[config.mk]
export PLATFORM = sky130hd
export DESIGN_NAME = loop_mode_ctrl
export DESIGN_NICKNAME = d
export VERILOG_FILES = /design/src/rtl/lmc_pkg.sv /design/src/rtl/lmc_run_counter.sv /design/src/rtl/lmc_duty_timer.sv /design/src/rtl/loop_mode_ctrl.sv
export SDC_FILE = /design/constraint.sdc
export NUM_CORES = 1
export LEC_CHECK = 0
export BUFFER_PORTS_ARGS = -buffer_cell sky130_fd_sc_hd__buf_2
export CORE_MARGIN = 2
export CORE_UTILIZATION = 30
export CTS_BUF_LIST = sky130_fd_sc_hd__clkbuf_4
export CTS_CLUSTER_SIZE = 20
export DETAILED_ROUTE_END_ITERATION = 8
export PLACE_DENSITY_LB_ADDON = 0.08
export SYNTH_ARGS = -nofsm -noshare
export SYNTH_HDL_FRONTEND = slang
export SYNTH_SLANG_ARGS = --single-unit
[constraint.sdc]
create_clock -name clk -period 3.7 [get_ports clk]
set_clock_uncertainty 0.05 [all_clocks]
set_input_delay 0.37 -clock clk [delete_from_list [all_inputs] [get_ports clk]]
set_output_delay 0.37 -clock clk [all_outputs]
set_load 0.02 [all_outputs]
[src/rtl/lmc_pkg.sv]
package lmc_pkg;
  typedef enum logic [2:0] {
    ST_RESET     = 3'd0,
    ST_ACQUIRE   = 3'd1,
    ST_HANDOVER  = 3'd2,
    ST_SUBSAMPLE = 3'd3,
    ST_RECOVER   = 3'd4
  } mode_e;
endpackage

[src/rtl/lmc_run_counter.sv]
// Counts consecutive qualifying events; hit pulses on the LIMIT-th one.
module lmc_run_counter #(
  parameter int LIMIT = 64
) (
  input  logic clk,
  input  logic rst,
  input  logic clr,
  input  logic inc,
  output logic hit
);
  localparam int W = $clog2(LIMIT + 1);
  localparam logic [W-1:0] LAST = W'(LIMIT - 1);

  logic [W-1:0] cnt;

  assign hit = inc && (cnt == LAST);

  always_ff @(posedge clk) begin
    if (rst || clr) begin
      cnt <= '0;
    end else if (inc) begin
      cnt <= hit ? '0 : cnt + W'(1);
    end
  end
endmodule

[src/rtl/lmc_duty_timer.sv]
// Phase counter that opens a window of ON cycles at the start of every PERIOD.
module lmc_duty_timer #(
  parameter int PERIOD = 32,
  parameter int ON     = 8
) (
  input  logic clk,
  input  logic rst,
  input  logic run_now,
  input  logic run_next,
  output logic win
);
  localparam int PW = $clog2(PERIOD + 1);
  localparam logic [PW-1:0] LASTP = PW'(PERIOD - 1);
  localparam logic [PW-1:0] ONV   = PW'(ON);

  logic [PW-1:0] ph, ph_nxt;

  always_comb begin
    if (run_now && run_next) begin
      ph_nxt = (ph == LASTP) ? '0 : ph + PW'(1);
    end else begin
      ph_nxt = '0;
    end
  end

  always_ff @(posedge clk) begin
    if (rst) begin
      ph  <= '0;
      win <= 1'b0;
    end else begin
      ph  <= ph_nxt;
      win <= run_next && (ph_nxt < ONV);
    end
  end
endmodule

[src/rtl/loop_mode_ctrl.sv]
module loop_mode_ctrl
  import lmc_pkg::*;
#(
  parameter int LOCK_CYCLES = 64,
  parameter int FLL_PERIOD  = 32,
  parameter int FLL_ON      = 8,
  parameter int ODZ_HITS    = 4
) (
  input  logic       clk,
  input  logic       rst,
  input  logic       lock_in,
  input  logic       odz_in,
  output logic       samp_en,
  output logic       subs_en,
  output logic       fll_en,
  output logic [2:0] mode_o
);
  mode_e st, nxt;
  logic  lock_hit, odz_hit;
  logic  in_acq, in_sub, odz_chk;

  assign in_acq  = (st == ST_ACQUIRE);
  assign in_sub  = (st == ST_SUBSAMPLE);
  assign odz_chk = in_sub && fll_en;

  lmc_run_counter #(.LIMIT(LOCK_CYCLES)) u_lock_q (
    .clk (clk),
    .rst (rst),
    .clr (!in_acq || !lock_in),
    .inc (in_acq && lock_in),
    .hit (lock_hit)
  );

  lmc_run_counter #(.LIMIT(ODZ_HITS)) u_odz_q (
    .clk (clk),
    .rst (rst),
    .clr (!in_sub || (odz_chk && !odz_in)),
    .inc (odz_chk && odz_in),
    .hit (odz_hit)
  );

  always_comb begin
    case (st)
      ST_RESET:     nxt = ST_ACQUIRE;
      ST_ACQUIRE:   nxt = lock_hit ? ST_HANDOVER : ST_ACQUIRE;
      ST_HANDOVER:  nxt = ST_SUBSAMPLE;
      ST_SUBSAMPLE: nxt = odz_hit ? ST_RECOVER : ST_SUBSAMPLE;
      ST_RECOVER:   nxt = ST_ACQUIRE;
      default:      nxt = ST_RESET;
    endcase
  end

  lmc_duty_timer #(.PERIOD(FLL_PERIOD), .ON(FLL_ON)) u_duty (
    .clk      (clk),
    .rst      (rst),
    .run_now  (in_sub),
    .run_next (nxt == ST_SUBSAMPLE),
    .win      (fll_en)
  );

  always_ff @(posedge clk) begin
    if (rst) begin
      st      <= ST_RESET;
      samp_en <= 1'b0;
      subs_en <= 1'b0;
    end else begin
      st      <= nxt;
      samp_en <= (nxt == ST_ACQUIRE);
      subs_en <= (nxt == ST_SUBSAMPLE);
    end
  end

  assign mode_o = st;
endmodule

After elaboration in Yosys (flattened, before gate mapping)
Index checks and enable logic that the tools add are counted.

Output and inout bits: 6. Memories: 0. Memory bits (read-only): 0. Bits in latches: 0. Flip-flop bits (word level): 22. Input port bits: 4. RAM bits: 0. Logic and storage cells: 45.

Divide/modulo/power cells: 0. Reductions and logical operators: 18. Shifts and indexed selects: 0. Bitwise operators: 0. Mux-type cells: 7. Magnitude comparators: 1. Multiply operators: 0. Eq/ne operators: 9. Add/sub/neg operators: 3.

Operators by type and width (count): $eq A3 B2 Y1 const B (4); $mux W6 (2); $pmux W3 S4 (1); $logic_and A1 B1 Y1 (8); $add A7 B1 Y7 const B (1); $eq A7 B6 Y1 const B (1); $mux W7 (1); $add A6 B1 Y6 const B (1); $eq A3 B1 Y1 const B (2); $eq A6 B5 Y1 const B (1); $lt A6 B4 Y1 const B (1); $mux W3 (2); $logic_not A1 Y1 (4); $logic_or A1 B1 Y1 (4); $add A3 B1 Y3 const B (1); $eq A3 B3 Y1 const B (1); $logic_not A3 Y1 (1); $mux W2 (1); $reduce_or A2 Y1 (1).

Depth between registers and ports, before layout
Gate-level depths: netlist of the first run.

Word-level depth: 11. Gate-level depth with buffers: 6. Mapped depth without buffers: 6.

Hierarchy
From an unflattened synthesis of the first run, not the netlist that was laid out.

Cell total of the unflattened synthesis: 107. Area total of the unflattened synthesis: 1021.0 µm².

By module, submodules not included: lmc_run_counter (u_lock_q) (seq. area each 140.1 µm², times used 1, area each 334.1 µm², cells each 34); lmc_duty_timer (seq. area each 140.1 µm², times used 1, area each 316.6 µm², cells each 34); loop_mode_ctrl (seq. area each 100.1 µm², times used 1, area each 232.7 µm², cells each 25); lmc_run_counter (u_odz_q) (seq. area each 60.1 µm², times used 1, area each 137.6 µm², cells each 14).

Worst setup path after synthesis of the first run
OpenSTA, ideal clock, no wires.

Path type: register to register. Start point: register u_odz_q.cnt[0]. End point: register u_duty.win. Data arrival time: 1.493 ns. Period minus slack after synthesis: 1.622 ns. Path slack: 2.078 ns. Setup time: 0.079 ns. Buffers on the path: 0. Data required time: 3.571 ns. Cell stages (with the launch flop): 7. Cells stage by stage: dfxtp_1 ha_1 ha_1 and3_1 a211oi_1 o21bai_1 a211oi_2.

Cells in the longest elaborated chain, start to end: 9.

Ends and longest elaborated chain: from (decl) (line lmc_run_counter.sv:14) `logic [W-1:0] cnt;`; from (signal assigned) (line lmc_run_counter.sv:22) `cnt <= hit ? '0 : cnt + W'(1);`; $eq A3 B2 Y1 * (line lmc_run_counter.sv:16) `assign hit = inc && (cnt == LAST);`; $logic_and A1 B1 Y1 * (line lmc_run_counter.sv:16); $mux W3 * (line loop_mode_ctrl.sv:47) `ST_SUBSAMPLE: nxt = odz_hit ? ST_RECOVER : ST_SUBSAMPLE;`; $pmux W3 S4 * (line loop_mode_ctrl.sv:43) `case (st)`; $eq A3 B2 Y1 * (line loop_mode_ctrl.sv:57) `.run_next (nxt == ST_SUBSAMPLE),`; $logic_and A1 B1 Y1 (line lmc_duty_timer.sv:19) `if (run_now && run_next) begin`; $mux W6 (line lmc_duty_timer.sv:19); $lt A6 B4 Y1 (line lmc_duty_timer.sv:32) `win <= run_next && (ph_nxt < ONV);`; $logic_and A1 B1 Y1 * (line lmc_duty_timer.sv:32); to (signal assigned) (line lmc_duty_timer.sv:32); to (decl) (line lmc_duty_timer.sv:10) `output logic win`.

Mark *: on every way between the ends. The rest lies on a longest branch, timed or not. A chain may end at the register's enable or synchronous reset.

Final worst setup path of the first run
Ends and elaborated chain as after synthesis.

==> metrics.cfg, run 1 <==
[die]
ios=10
die_y_um=61.3
design.core.area_sq_um=3080
initial_core_util_pct=32.0
die_w_um=61.3
dieArea_sq_um=3760
row_count=20

[pwr]
share_seq_of_total_power_pct=65.7
vdd_drop_max_mv=0.120
swShare_pct=22.4
p_int_uw=284
powerDensity_nw_per_um2=329
p_clk_share_pct=30.7
p_leak_uw=0.000407
p_sw_uw=81.9
p_comb_share_pct=3.6

[global_route]
antenna_found_initial=0
overflow=0
grt_pass1_vias=694
grt.total_usage_pct=11.9
grt.met3_usage_pct=2.73
met1_usage_pct=17.2
grt_pass1_wl_mm=3.26
top_usage_layer=met1
met2_usage_pct=16.6
grt_max_degree=13

[sta]
period_share_pct=48.3
tightest_slew_ns=0.389
timing.hold.ws_ns=0.224
tns_ns=0
rsz0062_at_grt=false
timing_max_transition_violations_final=0
setup_violations=0
setup_slack_ns=1.91
fmax_mhz=559
finalHoldViolations=0
relSlewSlack_pct=74.0
period_minus_slack_ns=1.79

[synthesis]
synth_top_family_by_area=simple AND/OR/NAND/NOR gates
ys_ff_latch=22
synthSimpleGateAreaFrac_pct=30.8
yosys.area_share.xor_xnor_pct=6.22
syn_avg_cell_area_sq_um=8.96
yosysSeqAreaShare_pct=44.7
synth_fa_ha_area_share_pct=5.08
yosysUniqueCellTypes=31
synth-compound-area-share_pct=10.9
yosysWarnings=0
synth_cells=110
synth_area_sq_um=986
synth_nets=118
synth.area.mux_share_pct=0

[setup_path]
cp-end-kind=register
crit_path_start_kind=register
crit_fanout=5
crit_arrival_ns=1.98
path_cells=ha_1 > ha_1 > and3_1 > a211oi_1 > o21bai_1 > a211oi_2
critPathBufInv=0
critPathSlowestCell=dfxtp_1
crit_top_cell=ha_1
cpLargestDelayFamily=compound AO/OA/AOI/OAI gates
crit_type=register to register
worstPathRequired_ns=3.89
cpPeakStageDelay_ns=0.35

[clocking]
clk-insertion-delay-late_ns=0.31
clock-sinks=22
cts.htree.levels=1
cts_hold_buf=0
cts_inserted_buffers=3
post_cts_resized=0
post_cts_buffers=0
cts_tree=yes
cts_root_buf=clkbuf_4
max-clock-path-buffers=2
clk_pin_slew_ns=0.13

[worst_hold_path]
hold_path.class=primary input to register

[route]
vias=776
firstDrtPassIters=4
via_per_inst=4.65
wl_per_cell_um=11.1
antenna_left=0
drt_iter0_markers=33
route.detailed.drc=0
wirelength_mm=1.86

[status]
outcome=completed

[flow_run]
drv_cap=0

[finish]
post-route-util_pct=36.1
final_common_cell=dfxtp_1
diodes=0
final_cell_area_sq_um=1110
n_fill_cell=340
layout.cells.most_common_list=dfxtp_1 (22), nor2_1 (19), buf_2 (9)
areaGrowthSynthToFinish_pct=12.8
post_route_cells_drive_above_1_share_pct=15.4
fin_nets=132

[placement]
portBuffers=9
dpl.hpwl_mm=1.40
routabilityCongestion=0.723
dp_slack_ns=1.95
dpl_cell_area_sq_um=1090

logic make-up (layout without fill, tap and decap cells):
kind of cell | count (synthesis) | in the layout
AOI/OAI and AO/OA | 16 | 16
DFF | 22 | 22
xor gates and xnor gates | 7 | 7
and+or+nand+nor | 55 | 55
buffers and inverters | 6 | 19
adders and majority gates | 4 | 4
synth_stat cells:
cell,n,area (sq um)
dfxtp_1,22,440
nor2_1,19,71.3
nand2_1,7,26.3
inv_1,6,22.5
nand3_1,6,30.0
nor3_1,6,30.0
xor2_1,6,52.6
o21ai_0,5,25.0
a21oi_1,4,20.0
ha_1,4,50.1
and3_1,2,12.5
nand3b_1,2,15.0
nand4_1,2,12.5
nor3b_1,2,15.0
a211oi_1,1,7.51
a211oi_2,1,12.5
a21bo_2,1,10.0
a41o_1,1,10.0
and4bb_2,1,12.5
nand2b_1,1,6.26
nand3_2,1,10.0
nand4bb_1,1,11.3
nor2b_1,1,6.26
nor3_2,1,10.0
nor3b_4,1,18.8
o21bai_1,1,7.51
o22ai_1,1,6.26
o2bb2ai_1,1,8.76
or2_4,1,8.76
or4_1,1,7.51
xnor2_1,1,8.76
sequential cells by signal (all words and copies together), names as in the netlist:
name          count
subs_en           1
u_lock_q.cnt      7
u_duty.ph         6
samp_en           1
mode_o            3
u_duty.win        1
u_odz_q.cnt       3
per-stage QoR:
step | std cells | power, uW
finish | 167 | 366
global route | 167 | 389
CTS | 167 | 374
detailed placement | 163 | 259
global placement | 163 | 259
floorplan | 110 | 253
power groups by stage:
stage          Sequential (uW)  Clock, uW  Combinational, uW
3_5_place_dp               246          0               13.1
3_3_place_gp               246          0               13.3
4_1_cts                    240        120               13.2
6_report                   240        112               13.0
5_1_grt                    241        134               14.6
2_1_floorplan              247          0               6.29
worst paths after layout:
| kind | startpoint | end | slack, ns | depth (start not counted) |
|---|---|---|---|---|
| hold reg to reg | u_lock_q.cnt[0] | u_lock_q.cnt[0] | 0.40 | 1 |
| hold / removal | rst | mode_o[0] | 0.22 | 2 |
| setup reg to reg | u_odz_q.cnt[0] | u_duty.win | 1.91 | 6 |
| setup / recovery | u_odz_q.cnt[0] | u_duty.win | 1.91 | 6 |
area by class of cell:
class	count	area [sq um]	share of cell area (%)
Clock inverter	1	3.75	0.337
Timing Repair Buffer	9	45.0	4.05
Tap cell	44	55.1	4.95
Inverter	6	22.5	2.02
Clock buffer	3	22.5	2.02
Multi-Input combinational cell	82	523	47.0
Sequential cell	22	440	39.6
per-layer routing:
metal / vias up / share of wire (%)
li1: 413 / -
met1: 351 / 53
met2: 10 / 41
met3: 2 / 4.8
met4: 0 / 0.81
met5: - / 0
Note: power is estimated with default switching activity, not from simulation.
==> run 2: changes to the inputs <==
==> constraint.sdc (replaced) <==
create_clock -name clk -period 1.8 [get_ports clk]
set_clock_uncertainty 0.05 [all_clocks]
set_input_delay 0.18 -clock clk [delete_from_list [all_inputs] [get_ports clk]]
set_output_delay 0.18 -clock clk [all_outputs]
set_load 0.02 [all_outputs]
==> run 2 against run 1 <==
Register-to-register slack worse by 1.8 ns. Design area rose by 1.7%. Clock-buffer cell count did not move. Cell count grew 0.60%. Sequential share of layout area decreased by 0.66 points. Clock power is 110% higher. Critical endpoint unchanged. Largest cell class unchanged. Largest power group unchanged.
==> metrics.cfg, run 2 (synthesis gave the netlist of run 1 again) <==
[finish]
largest_reg_flops=7
final_common_cell=dfxtp_1
multi_input_area_sq_um=532
diodes=0
fin_nets=133
post_route_cells_drive_above_1_share_pct=16.9
layout.cells.most_common_list=dfxtp_1 (22), nor2_1 (19), buf_2 (9)
n_fill_cell=338
reg.largest.list=u_lock_q.cnt (7), u_duty.ph (6)
seq_area_sq_um=440
areaGrowthSynthToFinish_pct=14.7
largest_register=u_lock_q.cnt

[setup_path]
crit_type=register to register
cp-end-kind=register
critPathSlowestCell=dfxtp_1
crit_path_start_kind=register
path_cells=ha_1 > ha_1 > and3_1 > a211oi_2 > o21bai_2 > a211oi_2
crit_arrival_ns=1.85
cpPeakStageDelay_ns=0.35
worstPathRequired_ns=1.99
crit_fanout=5

[sta]
period_minus_slack_ns=1.65
tightest_slew_ns=0.376
fmax_mhz=604
relSlewSlack_pct=74.7
rsz0062_at_grt=false
timing_max_transition_violations_final=0
finalHoldViolations=0
tns_ns=0
setup_violations=0
period_share_pct=91.9
timing.hold.ws_ns=0.119

[die]
design.core.area_sq_um=3080
row_count=20
initial_core_util_pct=32.0
die_y_um=61.3
dieArea_sq_um=3760
die_w_um=61.3
ios=10

[global_route]
grt_pass1_vias=694
grt_pass1_wl_mm=3.26
antenna_found_initial=0
grt.total_usage_pct=11.9
grt_max_degree=13
overflow=0

[route]
firstDrtPassIters=4
via_per_inst=4.78
vias=803
antenna_left=0
wl_per_cell_um=11.3
drt_iter0_markers=35
wirelength_mm=1.89
route.detailed.drc=0

[clocking]
cts_root_buf=clkbuf_4
clk-insertion-delay-late_ns=0.31
max-clock-path-buffers=2
cts_inserted_buffers=3
cts.htree.levels=1
cts_tree=yes
clock-sinks=22
clk_pin_slew_ns=0.13

[pwr]
vdd_drop_max_mv=0.246
p_comb_share_pct=3.8
p_clk_share_pct=30.6
p_leak_uw=0.000408
share_seq_of_total_power_pct=65.6
p_int_uw=585
p_sw_uw=169
powerDensity_nw_per_um2=666
swShare_pct=22.4

[status]
outcome=completed

[flow_run]
drv_cap=0

[placement]
dpl.hpwl_mm=1.40
routabilityCongestion=0.723
portBuffers=9

[worst_hold_path]
hold_path.class=primary input to register

[run 2: path summary, 6_finish.rpt]
check | startpoint | to | slack, ns | cells after the start
max | u_odz_q.cnt[0] | u_duty.win | 0.15 | 6
min reg2reg | u_lock_q.cnt[0] | u_lock_q.cnt[0] | 0.40 | 1
max reg2reg | u_odz_q.cnt[0] | u_duty.win | 0.15 | 6
min | lock_in | u_lock_q.cnt[4] | 0.12 | 3
[run 2: what timing repair did]
action | in CTS | in global routing
hold buffers | 0 | 1
setup buffers | 0 | 0
setup endpoints to repair | 0 | 5
endpoints found under the hold margin | 0 | 1
resized for setup | 0 | 3
[run 2: power groups by stage]
| stage | clock network (uW) | registers (uW) | logic [uW] |
|---|---|---|---|
| finish | 231 | 494 | 28.7 |
| floorplan | 0 | 507 | 12.9 |
| global route | 275 | 495 | 31.8 |
| global placement | 0 | 505 | 27.3 |
| detailed placement | 0 | 505 | 26.8 |
| CTS | 247 | 494 | 27.2 |
[run 2: worst max-delay path, delay by kind of cell, from the launching register on]
family / cells / cell delay, ns
adder cells (fa/ha/maj): 2 / 0.40
AND/OR/NAND/NOR: 1 / 0.21
flip-flops: 1 / 0.35
AO/OA/AOI/OAI: 3 / 0.57
[run 2: cell type report]
class | instances | area share, %
Clock buffer | 3 | 1.99
Multi-Input combinational cell | 82 | 47.0
Clock inverter | 1 | 0.332
Timing Repair Buffer | 10 | 4.87
Tap cell | 44 | 4.87
Inverter | 6 | 1.99
Sequential cell | 22 | 38.9
[run 2: through the flow]
stage	worst slack [ns]	power (uW)	utilization, %	area [sq um]	instances
5_1_grt	0.0162	802	36.7	1130	168
6_report	0.145	753	36.7	1130	168
4_1_cts	0.00237	768	36.1	1110	167
3_5_place_dp	0.0482	532	35.3	1090	163
2_1_floorplan	0.178	520	-	986	110
3_3_place_gp	0.0703	532	35.3	1090	163
[run 2: routing by layer]
metal | GRT usage, % | vias to the layer above | part of all wire [%]
li1 | - | 413 | -
met1 | 17.2 | 370 | 53
met2 | 16.6 | 18 | 41
met3 | 2.73 | 2 | 4.8
met4 | 5.59 | 0 | 0.79
met5 | 0 | - | 0
